$ cat src/rtl/oddmul_pkg.sv
package oddmul_pkg;
  localparam int IN_W   = 5;
  localparam int IDX_W  = IN_W - 1;
  localparam int NWORDS = (1 << (IDX_W - 1)) + 1;
  localparam int ADDR_W = IDX_W;

  typedef struct packed {
    logic [ADDR_W-1:0] addr;
    logic [1:0]        shamt;
    logic              zap;
  } lut_ctl_t;
endpackage

$ cat src/rtl/oddmul_addr_gen.sv
module oddmul_addr_gen
  import oddmul_pkg::*;
(
  input  logic            clk,
  input  logic            rst_n,
  input  logic [IN_W-1:0] x,
  output lut_ctl_t        ctl
);
  logic [IDX_W-1:0] idx;
  logic [IDX_W-1:0] odd;
  logic [1:0]       tz;

  assign idx = x[IN_W-1] ? x[IDX_W-1:0] : IDX_W'(0) - x[IDX_W-1:0];

  always_comb begin
    if (idx[0])      tz = 2'd0;
    else if (idx[1]) tz = 2'd1;
    else if (idx[2]) tz = 2'd2;
    else             tz = 2'd3;
    odd     = idx >> tz;
    ctl.zap = x[IN_W-1] & ~(|x[IDX_W-1:0]);
    if (idx == '0) begin
      ctl.addr  = ADDR_W'(NWORDS - 1);
      ctl.shamt = 2'd3;
    end else begin
      ctl.addr  = {1'b0, odd[IDX_W-1:1]};
      ctl.shamt = tz;
    end
  end

  logic [IN_W-1:0] rebuilt;
  assign rebuilt = IN_W'({ctl.addr[ADDR_W-2:0], 1'b1}) << ctl.shamt;

  AST_ADDR_REBUILDS_INDEX: assert property (@(posedge clk) disable iff (!rst_n)
    (!ctl.zap && !ctl.addr[ADDR_W-1]) |-> (rebuilt == {1'b0, idx}));
  AST_ZERO_OPERAND_CTL: assert property (@(posedge clk) disable iff (!rst_n)
    (x == '0) |-> (ctl.addr == ADDR_W'(NWORDS - 1) && ctl.shamt == 2'd3 && !ctl.zap));
endmodule

$ cat src/rtl/oddmul_table.sv
module oddmul_table
  import oddmul_pkg::*;
#(
  parameter int           W    = 8,
  parameter logic [W-1:0] COEF = '1
) (
  input  logic              clk,
  input  logic              rst_n,
  input  logic [ADDR_W-1:0] addr,
  input  logic              en,
  output logic [W+3:0]      word
);
  logic [NWORDS-1:0] sel;
  logic [W+3:0]      rom [NWORDS];

  for (genvar g = 0; g < NWORDS; g++) begin : g_word
    if (g < NWORDS - 1) begin : g_odd
      assign sel[g] = en & ~addr[ADDR_W-1] & (addr[ADDR_W-2:0] == (ADDR_W-1)'(g));
      assign rom[g] = (W+4)'(COEF) * (W+4)'(2 * g + 1);
    end else begin : g_two
      assign sel[g] = en & addr[ADDR_W-1];
      assign rom[g] = (W+4)'(COEF) << 1;
    end
  end

  always_comb begin
    word = '0;
    for (int i = 0; i < NWORDS; i++) word |= rom[i] & {(W+4){sel[i]}};
  end

  AST_DEC_ONEHOT: assert property (@(posedge clk) disable iff (!rst_n)
    en |-> ($countones(sel) == 1));
  AST_ZAP_NO_SELECT: assert property (@(posedge clk) disable iff (!rst_n)
    !en |-> (sel == '0 && word == '0));
endmodule

$ cat src/rtl/oddmul_shl.sv
module oddmul_shl #(
  parameter int IW = 12,
  parameter int OW = 13
) (
  input  logic          clk,
  input  logic          rst_n,
  input  logic [IW-1:0] din,
  input  logic [1:0]    shamt,
  output logic [OW-1:0] dout
);
  logic [OW-1:0] ext;
  logic [OW-1:0] st1;

  assign ext  = OW'(din);
  assign st1  = shamt[0] ? (ext << 1) : ext;
  assign dout = shamt[1] ? (st1 << 2) : st1;

  AST_SHIFT_LOSSLESS: assert property (@(posedge clk) disable iff (!rst_n)
    ((dout >> shamt) == ext));
endmodule

$ cat src/rtl/oddmul_const_mult.sv
module oddmul_const_mult
  import oddmul_pkg::*;
#(
  parameter int           W       = 8,
  parameter logic [W-1:0] COEF    = 8'd181,
  parameter bit           REG_OUT = 1'b1
) (
  input  logic            clk,
  input  logic            rst_n,
  input  logic            in_valid,
  output logic            in_ready,
  input  logic [IN_W-1:0] in_x,
  output logic            out_valid,
  input  logic            out_ready,
  output logic [W+4:0]    out_prod
);
  localparam int PW = W + IN_W;

  lut_ctl_t      ctl;
  logic [W+3:0]  word;
  logic [PW-1:0] code;
  logic [PW-1:0] base;
  logic [PW-1:0] prod_c;

  oddmul_addr_gen u_addr (.clk(clk), .rst_n(rst_n), .x(in_x), .ctl(ctl));

  oddmul_table #(.W(W), .COEF(COEF)) u_tab (
    .clk(clk), .rst_n(rst_n), .addr(ctl.addr), .en(!ctl.zap), .word(word));

  oddmul_shl #(.IW(W + 4), .OW(PW)) u_shl (
    .clk(clk), .rst_n(rst_n), .din(word), .shamt(ctl.shamt), .dout(code));

  assign base   = PW'({COEF, 4'b0000});
  assign prod_c = in_x[IN_W-1] ? (base + code) : (base - code);

  AST_NO_UNDERFLOW: assert property (@(posedge clk) disable iff (!rst_n)
    (in_valid && !in_x[IN_W-1]) |-> (code <= base));
  AST_PROD_EXACT: assert property (@(posedge clk) disable iff (!rst_n)
    in_valid |-> (prod_c == PW'(COEF) * PW'(in_x)));

  if (REG_OUT) begin : g_reg
    logic          vld_q;
    logic [PW-1:0] prod_q;
    assign in_ready  = !vld_q || out_ready;
    assign out_valid = vld_q;
    assign out_prod  = prod_q;
    always_ff @(posedge clk or negedge rst_n) begin
      if (!rst_n) begin
        vld_q  <= 1'b0;
        prod_q <= '0;
      end else if (in_ready) begin
        vld_q <= in_valid;
        if (in_valid) prod_q <= prod_c;
      end
    end
    AST_STALL_HOLDS: assert property (@(posedge clk) disable iff (!rst_n)
      (out_valid && !out_ready) |=> (out_valid && $stable(out_prod)));
  end else begin : g_comb
    assign in_ready  = out_ready;
    assign out_valid = in_valid;
    assign out_prod  = prod_c;
  end
endmodule

$ cat config.mk
export PLATFORM = sky130hd
export DESIGN_NAME = oddmul_const_mult
export DESIGN_NICKNAME = d
export VERILOG_FILES = /design/src/rtl/oddmul_pkg.sv /design/src/rtl/oddmul_addr_gen.sv /design/src/rtl/oddmul_table.sv /design/src/rtl/oddmul_shl.sv /design/src/rtl/oddmul_const_mult.sv
export SDC_FILE = /design/constraint.sdc
export NUM_CORES = 1
export LEC_CHECK = 0
export BUFFER_PORTS_ARGS = -buffer_cell sky130_fd_sc_hd__buf_2
export CORE_UTILIZATION = 30
export DETAILED_ROUTE_END_ITERATION = 10
export PLACE_DENSITY = 0.59
export SYNTH_ARGS = -nofsm -noshare
export SYNTH_HDL_FRONTEND = slang
export SYNTH_SLANG_ARGS = --single-unit
$ cat constraint.sdc
create_clock -name clk -period 1.71 [get_ports clk]
set_input_delay 0.342 -clock clk [delete_from_list [all_inputs] [get_ports clk]]
set_output_delay 0.342 -clock clk [all_outputs]
set_load 0.01 [all_outputs]
==> results_dict.tcl <==
set metrics [dict create \
    critPathKind "in -> reg" \
    synth-edff-count 0 \
    clk_pin_slew_ns 0.06 \
    synth_compound_area_frac 0.365 \
    worstPathMaxFanout 6 \
    n_fill_cell 628 \
    cp.required_ns 1.83 \
    synth_mux_area_frac 0.0449 \
    routabilityCongestion 0.961 \
    hold_ws_ns 0.315 \
    synthFlopType "dfrtp_1" \
    drcViolationCount 0 \
    syn_inst 257 \
    drtIter0Drc 70 \
    cts_root_buf "clkbuf_8" \
    critPathLaunch "in_x[0]" \
    final.setup.tns_ns -11.45 \
    finish.utilization 0.534 \
    min_period_ns 3.00 \
    drv_cap 0 \
    cp.arrival_ns 3.13 \
    clk_latency_ns 0.24 \
    crit_path_start_kind "input pin" \
    rows 30 \
    setup_viol 12 \
    vias_per_cell 5.18 \
    fin_nets 398 \
    ir_worst_vdd_mv 0.265 \
    wl_microns 6920 \
    setup.worst_path.end_class "flop" \
    syn_nets 272 \
    fin_skew_ns 0.000940 \
    rsz0062_at_grt "true" \
    r2r_start "out_valid" \
    grt_max_degree 21 \
    hp-class "in -> reg" \
    final_cell_mix "103 x buf_4, 23 x nand2_1, 19 x buf_2, 16 x o21ai_0" \
    dr.pass1.iters 4 \
    synth_cell_types 83 \
    worst_slack_ns -1.29 \
    slew_viol_final 0 \
    grt_overflow 0 \
    synthAdderAreaFrac 0.0354 \
    max_freq_mhz 333 \
    area_growth_syn_to_layout_pct 71.3 \
    p_total_mw 2.33 \
    yosys.area_share.simple 0.227 \
    wl_per_cell_microns 14.5 \
    dp_hpwl_microns 5200 \
    clk_path_buf_depth 2 \
    finalHoldViolations 0 \
    tightest_slew_ns 0.835 \
    ys_seq_area_frac 0.165 \
    die_x_microns 86.0 \
    postSynthAreaPerCell_sq_um 8.24 \
    syn-cell-area_sq_um 2120 \
    pin_count 24 \
    diodes 0 \
    grtUsageTotal 0.189 \
    synthXorXnorAreaFrac 0.0656 \
    final-seq-area_sq_um 350 \
    violations "setup timing" \
    antenna_found_initial 0 \
    postRouteAntennaNets 0 \
    die_area_sq_um 7400 \
    ys_seq_elements 14 \
    io_buffers 23 \
    min-delay-start "in_valid" \
    htree_levels 1 \
    grt_pass1_vias 2365 \
    layout_commonest_cell "buf_4" \
    layout-drive-gt1-share 0.579 \
    outcome "complete, but fails checks" \
    cts_made_buffers 3 \
    max_slew_margin 0.436 \
    core_region_area_sq_um 6790 \
    dr_total_vias 2475 \
    grt_pass1_wl_microns 11400 \
    synth_top_family_by_area "compound AO/OA/AOI/OAI gates" \
    yosysWarnings 0 \
    dieHeight_microns 86.0 \
    power.leakage_nw 1.57 \
    p_per_area_nw_per_um2 641 \
    cts_tree "built" \
    finalCritPeriodShare 1.76 \
    multi_input_area_sq_um 1930 \
    async_flop_share 1.00 \
    initial_utilization 0.312 \
    cts.sinks 14 \
]
[metal layers]
layer  track usage  wire length, microns  vias to the layer above
met3       0.00770                   167                       13
met2         0.344                  3510                       45
li1              -                     -                     1236
met4        0.0455                   136                        0
met1         0.245                  3110                     1181
met5             0                     0                        -
[worst max-delay path, cell delays in order]
cell and delay, ns:
buf_12 0.11, inv_8 0.06, ha_4 0.21, mux2_4 0.30, o211ai_4 0.14, buf_4 0.17, a211oi_2 0.04, buf_4 0.14
o41a_1 0.46, a41oi_4 0.23, buf_6 0.14, buf_6 0.09, nand4_1 0.12, a32oi_2 0.27, xor2_1 0.21, o21ai_1 0.08
[worst paths after layout]
| kind | to | slack (ns) | cells after the start |
|---|---|---|---|
| min in group asynchronous | out_prod[0] | 0.52 | 2 |
| max in group asynchronous | out_valid | 0.95 | 2 |
| worst max-delay path | out_prod[11] | -1.29 | 16 |
| worst max register to register | out_prod[4] | 0.59 | 4 |
| worst min-delay path | out_valid | 0.32 | 2 |
| worst min register to register | out_prod[3] | 0.47 | 2 |
[stage by stage]
step / std cells / worst slack (ns) / cell area (sq um)
2_1_floorplan: 257 / -1.43 / 2260
3_3_place_gp: 451 / -1.67 / 3020
3_5_place_dp: 451 / -1.67 / 3020
4_1_cts: 468 / -1.25 / 3460
5_1_grt: 478 / -1.42 / 3630
6_report: 478 / -1.29 / 3630
[sequential cells by signal, summed over array words and instances (netlist names)]
signal     count
out_prod      13
out_valid      1
[cells in the mapped netlist (5+ instances only)]
library cell	instances	area [sq um]
nor2_1	13	48.8
dfrtp_1	14	350
ha_1	6	75.1
xnor2_1	10	87.6
mux2i_1	5	50.1
o211ai_1	6	45.0
nand3_1	8	40.0
nand2b_1	5	31.3
o21ai_1	8	40.0
inv_1	6	22.5
a21oi_1	6	30.0
o21ai_0	23	115
nand2_1	24	90.1
[layout make-up]
| cell class | instances | area share |
|---|---|---|
| clock buffer | 4 | 0.0152 |
| multi-input combinational | 216 | 0.531 |
| inverter | 8 | 0.0131 |
| sequential | 14 | 0.0966 |
| tap | 96 | 0.0331 |
| timing repair buffer | 140 | 0.311 |
[report_power, final]
part | total [mW] | leakage, nW | internal, mW | switching, mW
clock | 0.313 | 0.0288 | 0.204 | 0.109
sequential | 0.454 | 0.172 | 0.416 | 0.0380
combinational | 1.56 | 1.37 | 0.813 | 0.746
total | 2.33 | 1.57 | 1.43 | 0.893
[cells by family (layout without fill, tap and decap cells)]
group,count (synthesis),after routing
compound gates,99,99
simple gates,87,87
buf+inv,27,152
xor+xnor,15,15
flops,14,14
mux,9,9
fa+ha+maj,6,6
[repair_timing]
action / CTS / global route
endpoints found under the hold margin: 14 / 0
hold buffers: 1 / 0
endpoints found under the setup margin: 12 / 12
setup buffers: 14 / 11
gates cloned: 1 / 0
resized for setup: 53 / 21
pin swaps: 31 / 19
Power figures use the tool's default switching activity.
